<file path="config.mk">
export PLATFORM = sky130hd
export DESIGN_NAME = sbus_dma_irq_ctl
export DESIGN_NICKNAME = d
export VERILOG_FILES = /design/src/rtl/sbdi_pkg.sv /design/src/rtl/sbdi_xfer_count.sv /design/src/rtl/sbdi_ctl_reg.sv /design/src/rtl/sbdi_irq_merge.sv /design/src/rtl/sbus_dma_irq_ctl.sv
export SDC_FILE = /design/constraint.sdc
export NUM_CORES = 1
export LEC_CHECK = 0
export ABC_AREA = 1
export ABC_CLOCK_PERIOD_IN_PS = 2530
export BUFFER_PORTS_ARGS = -buffer_cell sky130_fd_sc_hd__buf_4
export CORE_ASPECT_RATIO = 1.2
export CORE_MARGIN = 10
export CORE_UTILIZATION = 57
export DETAILED_ROUTE_END_ITERATION = 6
export GPL_TIMING_DRIVEN = 0
export PLACE_DENSITY_LB_ADDON = 0.25
export SETUP_SLACK_MARGIN = 0.1
export SLEW_MARGIN = 20
export SYNTH_ARGS = -nofsm -noshare
export SYNTH_HDL_FRONTEND = slang
export SYNTH_SLANG_ARGS = --single-unit
</file>
<file path="constraint.sdc">
create_clock -name clk -period 2.53 [get_ports clk]
set_clock_uncertainty 0.05 [all_clocks]
set_input_delay 0.506 -clock clk [delete_from_list [all_inputs] [get_ports clk]]
set_output_delay 0.506 -clock clk [all_outputs]
set_load 0.005 [all_outputs]
</file>
<file path="src/rtl/sbdi_pkg.sv">
package sbdi_pkg;
   localparam int unsigned CTL_W    = 8;
   localparam int unsigned B_RX_EN  = 7;
   localparam int unsigned B_TX_EN  = 6;
   localparam int unsigned B_RX_EOB = 5;
   localparam int unsigned B_TX_EOB = 4;
   localparam int unsigned B_RSVD   = 3;
   localparam int unsigned B_M_ERR  = 2;
   localparam int unsigned B_M_RX   = 1;
   localparam int unsigned B_M_TX   = 0;
   localparam int unsigned N_CH     = 2;
   localparam int unsigned CH_RX    = 0;
   localparam int unsigned CH_TX    = 1;

   typedef struct packed {
      logic err;
      logic rx;
      logic tx;
   } irq_mask_t;
endpackage

</file>
<file path="src/rtl/sbdi_xfer_count.sv">
module sbdi_xfer_count #(
   parameter int unsigned CNT_W = 16
) (
   input  logic             clk,
   input  logic             rst_n,
   input  logic             ld,
   input  logic [CNT_W-1:0] ld_val,
   input  logic             ack,
   input  logic             en,
   output logic [CNT_W-1:0] cnt_q,
   output logic             nz,
   output logic             tc
);
   localparam logic [CNT_W-1:0] ONE = CNT_W'(1);

   logic step;

   assign nz   = (cnt_q != '0);
   assign step = ack & en & nz & ~ld;
   assign tc   = step & (cnt_q == ONE);

   always_ff @(posedge clk or negedge rst_n) begin
      if (!rst_n)
         cnt_q <= '0;
      else if (ld)
         cnt_q <= ld_val;
      else if (step)
         cnt_q <= cnt_q - ONE;
   end
endmodule

</file>
<file path="src/rtl/sbdi_ctl_reg.sv">
module sbdi_ctl_reg
   import sbdi_pkg::*;
(
   input  logic             clk,
   input  logic             rst_n,
   input  logic             wr,
   input  logic [CTL_W-1:0] wdata,
   input  logic             tc_rx,
   input  logic             tc_tx,
   output logic             en_rx,
   output logic             en_tx,
   output logic             eob_rx,
   output logic             eob_tx,
   output irq_mask_t        mask,
   output logic [CTL_W-1:0] rdata
);
   always_ff @(posedge clk or negedge rst_n) begin
      if (!rst_n) begin
         en_rx  <= 1'b0;
         en_tx  <= 1'b0;
         eob_rx <= 1'b0;
         eob_tx <= 1'b0;
         mask   <= '0;
      end else begin
         // terminal count outranks any software write
         if (tc_rx)   en_rx <= 1'b0;
         else if (wr) en_rx <= wdata[B_RX_EN];
         if (tc_tx)   en_tx <= 1'b0;
         else if (wr) en_tx <= wdata[B_TX_EN];
         // flags: hardware sets, software may only clear
         if (tc_rx)                          eob_rx <= 1'b1;
         else if (wr && !wdata[B_RX_EOB])    eob_rx <= 1'b0;
         if (tc_tx)                          eob_tx <= 1'b1;
         else if (wr && !wdata[B_TX_EOB])    eob_tx <= 1'b0;
         if (wr) begin
            mask.err <= wdata[B_M_ERR];
            mask.rx  <= wdata[B_M_RX];
            mask.tx  <= wdata[B_M_TX];
         end
      end
   end

   always_comb begin
      rdata           = '0;
      rdata[B_RX_EN]  = en_rx;
      rdata[B_TX_EN]  = en_tx;
      rdata[B_RX_EOB] = eob_rx;
      rdata[B_TX_EOB] = eob_tx;
      rdata[B_RSVD]   = 1'b0;
      rdata[B_M_ERR]  = mask.err;
      rdata[B_M_RX]   = mask.rx;
      rdata[B_M_TX]   = mask.tx;
   end
endmodule

</file>
<file path="src/rtl/sbdi_irq_merge.sv">
module sbdi_irq_merge
   import sbdi_pkg::*;
#(
   parameter bit IRQ_REG = 1'b1
) (
   input  logic      clk,
   input  logic      rst_n,
   input  irq_mask_t mask,
   input  logic      err_evt,
   input  logic      rxd_evt,
   input  logic      txr_evt,
   input  logic      eob_rx,
   input  logic      eob_tx,
   output logic      irq
);
   logic irq_d;

   always_comb begin
      irq_d = (mask.err & err_evt)
            | (mask.rx  & (rxd_evt | eob_rx))
            | (mask.tx  & (txr_evt | eob_tx));
   end

   generate
      if (IRQ_REG) begin : g_flop
         logic irq_q;
         always_ff @(posedge clk or negedge rst_n) begin
            if (!rst_n) irq_q <= 1'b0;
            else        irq_q <= irq_d;
         end
         assign irq = irq_q;
      end else begin : g_comb
         logic unused_clk;
         assign unused_clk = clk ^ rst_n;
         assign irq = irq_d;
      end
   endgenerate
endmodule

</file>
<file path="src/rtl/sbus_dma_irq_ctl.sv">
module sbus_dma_irq_ctl
   import sbdi_pkg::*;
#(
   parameter int unsigned CNT_W   = 16,
   parameter bit          IRQ_REG = 1'b1
) (
   input  logic             clk,
   input  logic             rst_n,
   input  logic             reg_wr,
   input  logic [7:0]       reg_wdata,
   output logic [7:0]       reg_rdata,
   input  logic             rx_cnt_ld,
   input  logic             tx_cnt_ld,
   input  logic [CNT_W-1:0] cnt_wdata,
   output logic [CNT_W-1:0] rx_cnt_q,
   output logic [CNT_W-1:0] tx_cnt_q,
   input  logic             rx_dma_req_in,
   input  logic             tx_dma_req_in,
   output logic             rx_dma_req_out,
   output logic             tx_dma_req_out,
   input  logic             rx_dma_ack,
   input  logic             tx_dma_ack,
   input  logic             err_evt,
   input  logic             rxd_evt,
   input  logic             txr_evt,
   output logic             irq
);
   generate
      if (CNT_W < 2 || CNT_W > 32) begin : g_bad_cnt_w
         $error("sbus_dma_irq_ctl: CNT_W must lie in 2..32");
      end
   endgenerate

   logic [N_CH-1:0]             ch_ld, ch_ack, ch_en, ch_nz, ch_tc, ch_req_in;
   logic [N_CH-1:0][CNT_W-1:0]  ch_cnt;
   logic                        en_rx, en_tx, eob_rx, eob_tx;
   irq_mask_t                   mask;

   assign ch_ld[CH_RX]     = rx_cnt_ld;
   assign ch_ld[CH_TX]     = tx_cnt_ld;
   assign ch_ack[CH_RX]    = rx_dma_ack;
   assign ch_ack[CH_TX]    = tx_dma_ack;
   assign ch_en[CH_RX]     = en_rx;
   assign ch_en[CH_TX]     = en_tx;
   assign ch_req_in[CH_RX] = rx_dma_req_in;
   assign ch_req_in[CH_TX] = tx_dma_req_in;

   logic [N_CH-1:0] ch_req_out;

   generate
      for (genvar c = 0; c < N_CH; c++) begin : g_ch
         sbdi_xfer_count #(.CNT_W(CNT_W)) u_cnt (
            .clk    (clk),
            .rst_n  (rst_n),
            .ld     (ch_ld[c]),
            .ld_val (cnt_wdata),
            .ack    (ch_ack[c]),
            .en     (ch_en[c]),
            .cnt_q  (ch_cnt[c]),
            .nz     (ch_nz[c]),
            .tc     (ch_tc[c])
         );
         assign ch_req_out[c] = ch_req_in[c] & ch_en[c] & ch_nz[c];
      end
   endgenerate

   sbdi_ctl_reg u_reg (
      .clk    (clk),
      .rst_n  (rst_n),
      .wr     (reg_wr),
      .wdata  (reg_wdata),
      .tc_rx  (ch_tc[CH_RX]),
      .tc_tx  (ch_tc[CH_TX]),
      .en_rx  (en_rx),
      .en_tx  (en_tx),
      .eob_rx (eob_rx),
      .eob_tx (eob_tx),
      .mask   (mask),
      .rdata  (reg_rdata)
   );

   sbdi_irq_merge #(.IRQ_REG(IRQ_REG)) u_irq (
      .clk     (clk),
      .rst_n   (rst_n),
      .mask    (mask),
      .err_evt (err_evt),
      .rxd_evt (rxd_evt),
      .txr_evt (txr_evt),
      .eob_rx  (eob_rx),
      .eob_tx  (eob_tx),
      .irq     (irq)
   );

   assign rx_cnt_q       = ch_cnt[CH_RX];
   assign tx_cnt_q       = ch_cnt[CH_TX];
   assign rx_dma_req_out = ch_req_out[CH_RX];
   assign tx_dma_req_out = ch_req_out[CH_TX];
endmodule

</file>
-- Word level (Yosys, flattened, before mapping)
Cells that the tools add are included.
- flip-flop bits (word level): 40
- input port bits: 36
- output and inout port bits: 43
- word-level logic and storage cells: 59
- add/subtract/negate cells: 2
- equal/unequal tests: 2
- muxes and demuxes: 12
- bitwise gates (word level): 21
- reductions and logical operators: 12
- operators by type and width (kind ; number):
    16-bit two-way mux ; 4
    16-bit by 1-bit equality test with 1-bit output, second input constant ; 2
    16-bit nonzero test ; 2
    16-bit by 1-bit subtractor with 16-bit output, second input constant ; 2
    1-bit AND ; 15
    2-bit nonzero test ; 6
    1-bit two-way mux ; 8
    1-bit bitwise OR ; 4
    1-bit logical AND ; 2
    1-bit logical NOT ; 2
    1-bit NOT ; 2

-- Longest topological paths before layout
Gate-level depths: netlist of the first run.
- word-level depth: 5
- depth in mapped cells: 10

-- Modules after synthesis
From an unflattened synthesis of the first run, not the netlist that was laid out.
- cells, all modules: 448
- area, all modules: 3001.6 um2
- by module, submodules not included (module ; instances ; cells each ; area each (um2)):
    sbdi_xfer_count ; 2 ; 197 ; 1280.0
    sbdi_ctl_reg ; 1 ; 43 ; 370.4
    sbdi_irq_merge ; 1 ; 5 ; 43.8
    sbus_dma_irq_ctl ; 1 ; 6 ; 27.5

-- Worst setup path before layout of the first run
Ideal clock, no wire load.
- path kind: reg2out
- start: register g_ch[1].u_cnt.cnt_q[0]
- end: output port tx_dma_req_out
- arrival time: 1.263 ns
- required time: 1.974 ns
- slack: 0.711 ns
- cell stages (with the launch flop): 7
- buffers on the path: 0
- path through: dfrtp_1 inv_1 ha_1 nand2_4 nor2_4 nand2_2 and3_2
- longest elaborated chain between the ends: 2
- ends and longest elaborated chain (what ; RTL line ; source):
    from (decl) ; sbdi_xfer_count.sv:10 ; output logic [CNT_W-1:0] cnt_q,
    from (signal assigned) ; sbdi_xfer_count.sv:26 ; cnt_q <= ld_val;
    from (signal assigned) ; sbdi_xfer_count.sv:28 ; cnt_q <= cnt_q - ONE;
    16-bit nonzero test ; sbdi_xfer_count.sv:18 ; assign nz = (cnt_q != '0);
    1-bit AND ; sbus_dma_irq_ctl.sv:63 ; assign ch_req_out[c] = ch_req_in[c] & ch_en[c] & ch_nz[c];
    to (decl) ; sbus_dma_irq_ctl.sv:20 ; output logic tx_dma_req_out,
No other way between the ends.

-- Final worst setup path of the first run
- start: register g_ch[0].u_cnt.cnt_q[0]
- end: output port rx_dma_req_out
- longest elaborated chain between the ends: 2
- ends and longest elaborated chain (what ; RTL line ; source):
    from (decl) ; sbdi_xfer_count.sv:10 ;
    from (signal assigned) ; sbdi_xfer_count.sv:26 ;
    from (signal assigned) ; sbdi_xfer_count.sv:28 ;
    16-bit nonzero test ; sbdi_xfer_count.sv:18 ;
    1-bit AND ; sbus_dma_irq_ctl.sv:63 ;
    to (decl) ; sbus_dma_irq_ctl.sv:19 ; output logic rx_dma_req_out,
No other way between the ends.

==> impl_metrics.toml, run 1 <==
[placement]
gp_congestion = 0.887
portBuffers = 75
dp_hpwl_mm = 6.38
dp_slack_ns = 0.410
dp.cells = 554

[power]
power_density_nw_per_um2 = 566
power.share.sequential_pct = 42.8
internal_power_uw = 1270
p_sw_share_pct = 37.6
peakVddDrop_mv = 0.461
p_leak_uw = 0.00189
power.switching_uw = 766
clkPwrFrac_pct = 19.1
comb_power_share_pct = 38.2

[global_routing]
gr-usage-met1_pct = 24.0
overflow = 0
antenna_found_initial = 0
grtUsageMet2_pct = 31.8
grt_usage_pct = 19.3
grt_pass1_vias = 2869
use_met3_pct = 5.82
top_usage_layer = "met2"
grt_pass1_wl_mm = 13.6
grt_max_degree = 41

[floorplan]
core-area_um2 = 4900
dieArea_um2 = 8310
dieWidth_um = 84.9
die_h_um = 97.9
fp-row-count = 28
start_util_pct = 58.8
boundaryPins = 79

[clocking]
clock_path_buffers = 2
root_buffer = "clkbuf_8"
postCtsHoldBufs = 0
worstSkewPairLatency_ns = 0.30
h-tree-depth = 2
cts_sinks = 40
clk_pin_slew_ns = 0.08
cts_tree = "built"
cts_made_buffers = 5
post-cts-setup-buffers = 0

[final_layout]
finalNonFillerCells = 559
areaGrowthSynthToFinish_pct = 24.8
layout_commonest_cell = "nand2_1"
diodes = 0
final_cell_mix = "nand2_1 (180), buf_4 (80), nor2_1 (42), nand3_1 (42), dfrtp_1 (39)"
fin_nets = 541
drive_gt1_share_pct = 25.9

[synth]
synth_top_family_by_area = "simple AND/OR/NAND/NOR gates"
syn_inst = 419
synth_top_area_cell = "dfrtp_1"
synthMuxAreaShare_pct = 0.695
yosysTopAreaCellShare_pct = 34.7
synthSimpleGateAreaFrac_pct = 47.8
synth_area_um2 = 2880
synth.top_cells.by_area = "dfrtp_1 (35%), nand2_1 (23%), nand3_1 (7.3%)"
synth-xor-area-share_pct = 2.74
ys_warn_count = 0
avgSynthCellArea_um2 = 6.88
synth_fa_ha_area_share_pct = 1.74
synth_nets = 459
synth-seq-cells = 40
synth_compound_area_share_pct = 4.86
synth_seq_area_share_pct = 34.7
synth_cell_types = 27

[setup_path]
crit_end = "rx_dma_req_out"
crit_fanout = 6
r2r_slack_ns = 0.70
reg2reg_to = "g_ch[0].u_cnt.cnt_q[10]"
cp-end-kind = "output pin"
path_buf_inv = 2
worst_r2r_path_depth = 10
critical-path-top-delay-family = "simple AND/OR/NAND/NOR gates"
start_kind = "flop"
cp_slowest_stage_delay_ns = 0.46
required_ns = 1.97
cp-startpoint = "g_ch[0].u_cnt.cnt_q[0]"
cp.depth = 7
worstPathArrival_ns = 1.78
rr_startpoint = "g_ch[0].u_cnt.cnt_q[0]"
crit_chain = "inv_2 -> ha_2 -> nand2_4 -> nor2_4 -> nand2_2 -> and3_1 -> buf_4"
critical_path_class = "flop to output pin"
crit_slowest_cell = "dfrtp_1"

[detailed_routing]
drtIter0Drc = 332
routed_via_density = 5.37
drt-pass1-iter-count = 5
wl_per_cell_um = 14.5
drc = 0
drt_wl_total_mm = 8.12
postRouteAntennaNets = 0
vias = 3001

[min_path]
hold_class = "primary input to asynchronous set/reset pin"

[sta]
clock.fmax_mhz = 428
timing.final.crit_share_pct = 92.3
slew_violations = 0
slew_headroom_pct = 64.4
worst_pin_slew_ns = 0.534
setup_ws_ns = 0.195
final_hold_viol_count = 0
finalSetupViolCount = 0
finalCriticalPeriod_ns = 2.34
setup_tns_ns = 0
grt_setup_unrepaired = "true"

[outcome]
status = "finished, final reports clean"

[flow_run]
drv_cap = 0
## registers in the layout (all words and copies together) (netlist names)
| name | count |
|---|---|
| u_reg.en_tx | 1 |
| u_irq.irq | 1 |
| u_reg.eob_rx | 1 |
| u_reg.en_rx | 1 |
| g_ch.u_cnt.cnt_q | 32 |
| u_reg.eob_tx | 1 |
| u_reg.mask | 3 |
## synthesized netlist by cell type, drive strengths merged
cell type	count
ha	4
xor2	3
nand3	42
o21bai	3
clkbuf	7
nand3b	14
nor3	1
o21ai	19
buf	9
nand2	195
xnor2	6
conb	1
inv	19
nor2	52
mux2i	2
dfrtp	40
and3	2
## per-stage QoR
step           hold WS, ns  power [uW]  util (%)  cell area, um2
2_1_floorplan        0.160        1330         -            2880
3_3_place_gp         0.422        1630      71.8            3520
3_5_place_dp         0.442        1650      71.8            3520
4_1_cts              0.150        2040      73.2            3590
5_1_grt              0.168        2180      73.3            3590
6_report             0.134        2040      73.3            3590
## worst min path at each step
stage                                  end  depth (start not counted)  slack, ns
floorplan           g_ch[0].u_cnt.cnt_q[0]                          0       0.16
global placement             u_reg.mask[0]                          2       0.42
detailed placement           u_reg.mask[2]                          2       0.44
CTS                 g_ch[1].u_cnt.cnt_q[9]                          1       0.15
global route        g_ch[1].u_cnt.cnt_q[9]                          1       0.17
finish              g_ch[1].u_cnt.cnt_q[9]                          1       0.13
## kinds of logic (layout without fill, tap and decap cells)
logic type      count (synthesis)  after routing
xor+xnor                        9              9
fa+ha+maj                       4              4
other cells                     1              1
compound gates                 22             22
buf+inv                        35            115
simple gates                  306            306
mux                             2              2
flops                          40             40
## area by class of cell
class / instances / area [um2]
Clock buffer: 5 / 68.8
Sequential cell: 40 / 1000
Timing Repair Buffer: 75 / 563
Multi-Input combinational cell: 344 / 1680
Buffer: 16 / 139
Fill cell: 437 / 1310
Inverter: 19 / 71.3
Tap cell: 60 / 75.1
## power by group through the flow
| stage | Clock [uW] | Combinational, uW | Sequential, uW |
|---|---|---|---|
| final | 388 | 777 | 870 |
| after global placement | 0 | 756 | 872 |
| after CTS | 393 | 782 | 865 |
| after global routing | 415 | 876 | 887 |
| after floorplan | 0 | 472 | 856 |
| after detailed placement | 0 | 778 | 876 |
## layer usage
metal	vias to the layer above	wire, um
li1	1481	-
met1	1399	3530
met2	113	3930
met3	8	579
met4	0	81
met5	-	0
## timing repair
item                       4_1_cts  5_1_grt
gates resized for setup          1        3
setup endpoints to repair        1        2
hold endpoints to repair         0        0
(Power assumes the default switching activity.)
==> run 2: changes to the inputs <==
--- a/config.mk
+++ b/config.mk
@@ -8,9 +8,11 @@
 export ABC_AREA = 1
 export ABC_CLOCK_PERIOD_IN_PS = 2530
 export BUFFER_PORTS_ARGS = -buffer_cell sky130_fd_sc_hd__buf_4
+export CELL_PAD_IN_SITES_DETAIL_PLACEMENT = 0
+export CELL_PAD_IN_SITES_GLOBAL_PLACEMENT = 1
 export CORE_ASPECT_RATIO = 1.2
 export CORE_MARGIN = 10
-export CORE_UTILIZATION = 57
+export CORE_UTILIZATION = 40
 export DETAILED_ROUTE_END_ITERATION = 6
 export GPL_TIMING_DRIVEN = 0
 export PLACE_DENSITY_LB_ADDON = 0.25
==> run 2 against run 1 <==
Net effect: register-to-register slack gained 0.05 ns; worst hold slack gained 0.0041 ns; final cell count grew 5.4%; critical endpoint is now tx_dma_req_out.
==> impl_metrics.toml, run 2 (same netlist as run 1, synthesis figures left out) <==
[setup_path]
start_kind = "flop"
critical-path-top-delay-family = "simple AND/OR/NAND/NOR gates"
crit_slowest_cell = "dfrtp_1"
required_ns = 1.97
crit_fanout = 6
path_buf_inv = 2
r2r_slack_ns = 0.75
worstPathArrival_ns = 1.75
crit_chain = "inv_1 -> ha_4 -> nand2_4 -> nor2_4 -> nand2_2 -> and3_2 -> buf_4"
cp_slowest_stage_delay_ns = 0.45
cp-end-kind = "output pin"
critical_path_class = "flop to output pin"

[sta]
final_hold_viol_count = 0
clock.fmax_mhz = 434
slew_headroom_pct = 64.4
timing.final.crit_share_pct = 91.1
slew_violations = 0
worst_pin_slew_ns = 0.535
setup_tns_ns = 0
finalSetupViolCount = 0
finalCriticalPeriod_ns = 2.30
grt_setup_unrepaired = "false"

[final_layout]
final_cell_mix = "nand2_1 (180), buf_4 (80), nor2_1 (42), nand3_1 (42), dfrtp_1 (40)"
fin_area_um2 = 3730
largest_reg_flops = 32
regMostFlops = "g_ch.u_cnt.cnt_q"
fillers = 741
drive_gt1_share_pct = 26.1
diodes = 0
top_regs = "g_ch.u_cnt.cnt_q (32), u_reg.mask (3)"
final_util_pct = 53.7
layout_commonest_cell = "nand2_1"
areaGrowthSynthToFinish_pct = 29.4
finalNonFillerCells = 589
fin_nets = 541

[detailed_routing]
wl_per_cell_um = 14.4
drtIter0Drc = 132
drc = 0
drt-pass1-iter-count = 4
drt_wl_total_mm = 8.49
postRouteAntennaNets = 0
routed_via_density = 4.99
vias = 2939

[clocking]
cts_tree = "built"
clock_path_buffers = 2
post-cts-setup-buffers = 0
clk_pin_slew_ns = 0.09
cts_made_buffers = 5
h-tree-depth = 2
root_buffer = "clkbuf_8"
worstSkewPairLatency_ns = 0.30
cts_sinks = 40

[floorplan]
dieArea_um2 = 11000
core-area_um2 = 6940
die_h_um = 113
boundaryPins = 79
fp-row-count = 33
dieWidth_um = 97.5
start_util_pct = 41.5

[placement]
placed_cell_area_um2 = 3550
dp.cells = 581
dp_hpwl_mm = 6.70
gp_congestion = 0.853
portBuffers = 75

[power]
power_density_nw_per_um2 = 642
p_total_uw = 2390
peakVddDrop_mv = 0.317
p_leak_uw = 0.00194

[global_routing]
grt_max_degree = 41
overflow = 0
antenna_found_initial = 0
grt_pass1_wl_mm = 14.1
grt_usage_pct = 15.2
grt_pass1_vias = 2963

[min_path]
hold_class = "primary input to asynchronous set/reset pin"

[outcome]
status = "finished, final reports clean"

[flow_run]
drv_cap = 0
[run 2: cell types whose count changed in the layout (fill, tap and decap cells not counted)]
cell	change
dfrtp_1	+1
bufinv_16	+3
dfrtp_2	-1
ha_4	+1
ha_2	-1
[run 2: cell type report]
cell class	instances	area, um2	area share [%]
Tap cell	87	109	2.92
Clock buffer	5	68.8	1.85
Clock inverter	3	90.1	2.42
Inverter	19	71.3	1.91
Multi-Input combinational cell	344	1690	45.2
Buffer	16	139	3.73
Sequential cell	40	1000	26.9
Timing Repair Buffer	75	563	15.1
[run 2: layer usage]
layer,track usage (%),part of all wire [%],vias to the layer above
li1,-,-,1484
met1,19.6,46,1360
met2,24.5,47,87
met3,4.08,6.4,8
met4,3.59,1.0,0
met5,0,0,-
[run 2: final timing paths]
kind | start | to | depth (start not counted)
worst max-delay path | g_ch[1].u_cnt.cnt_q[0] | tx_dma_req_out | 7
worst min-delay path | rst_n | g_ch[0].u_cnt.cnt_q[15] | 1
worst max register to register | g_ch[0].u_cnt.cnt_q[0] | g_ch[0].u_cnt.cnt_q[9] | 10
worst min register to register | u_reg.mask[2] | u_reg.mask[2] | 2
max in group asynchronous | rst_n | g_ch[0].u_cnt.cnt_q[2] | 1
min in group clk | reg_wdata[1] | u_reg.mask[1] | 3
[run 2: metrics by stage]
step | setup WS [ns] | hold slack [ns]
5_1_grt | 0.114 | 0.175
3_3_place_gp | 0.431 | 0.423
2_1_floorplan | 0.711 | 0.160
4_1_cts | 0.103 | 0.154
6_report | 0.226 | 0.138
3_5_place_dp | 0.436 | 0.442
[run 2: report_power, final]
| part | internal, uW | switching (uW) | total (uW) |
|---|---|---|---|
| registers | 728 | 140 | 867 |
| logic | 368 | 414 | 782 |
| clock network | 494 | 249 | 743 |
[run 2: repair_timing]
action                                 4_1_cts  5_1_grt
hold buffers                                 0        0
gates resized for setup                      0        4
setup endpoints to repair                    0        2
endpoints found under the hold margin        0        0
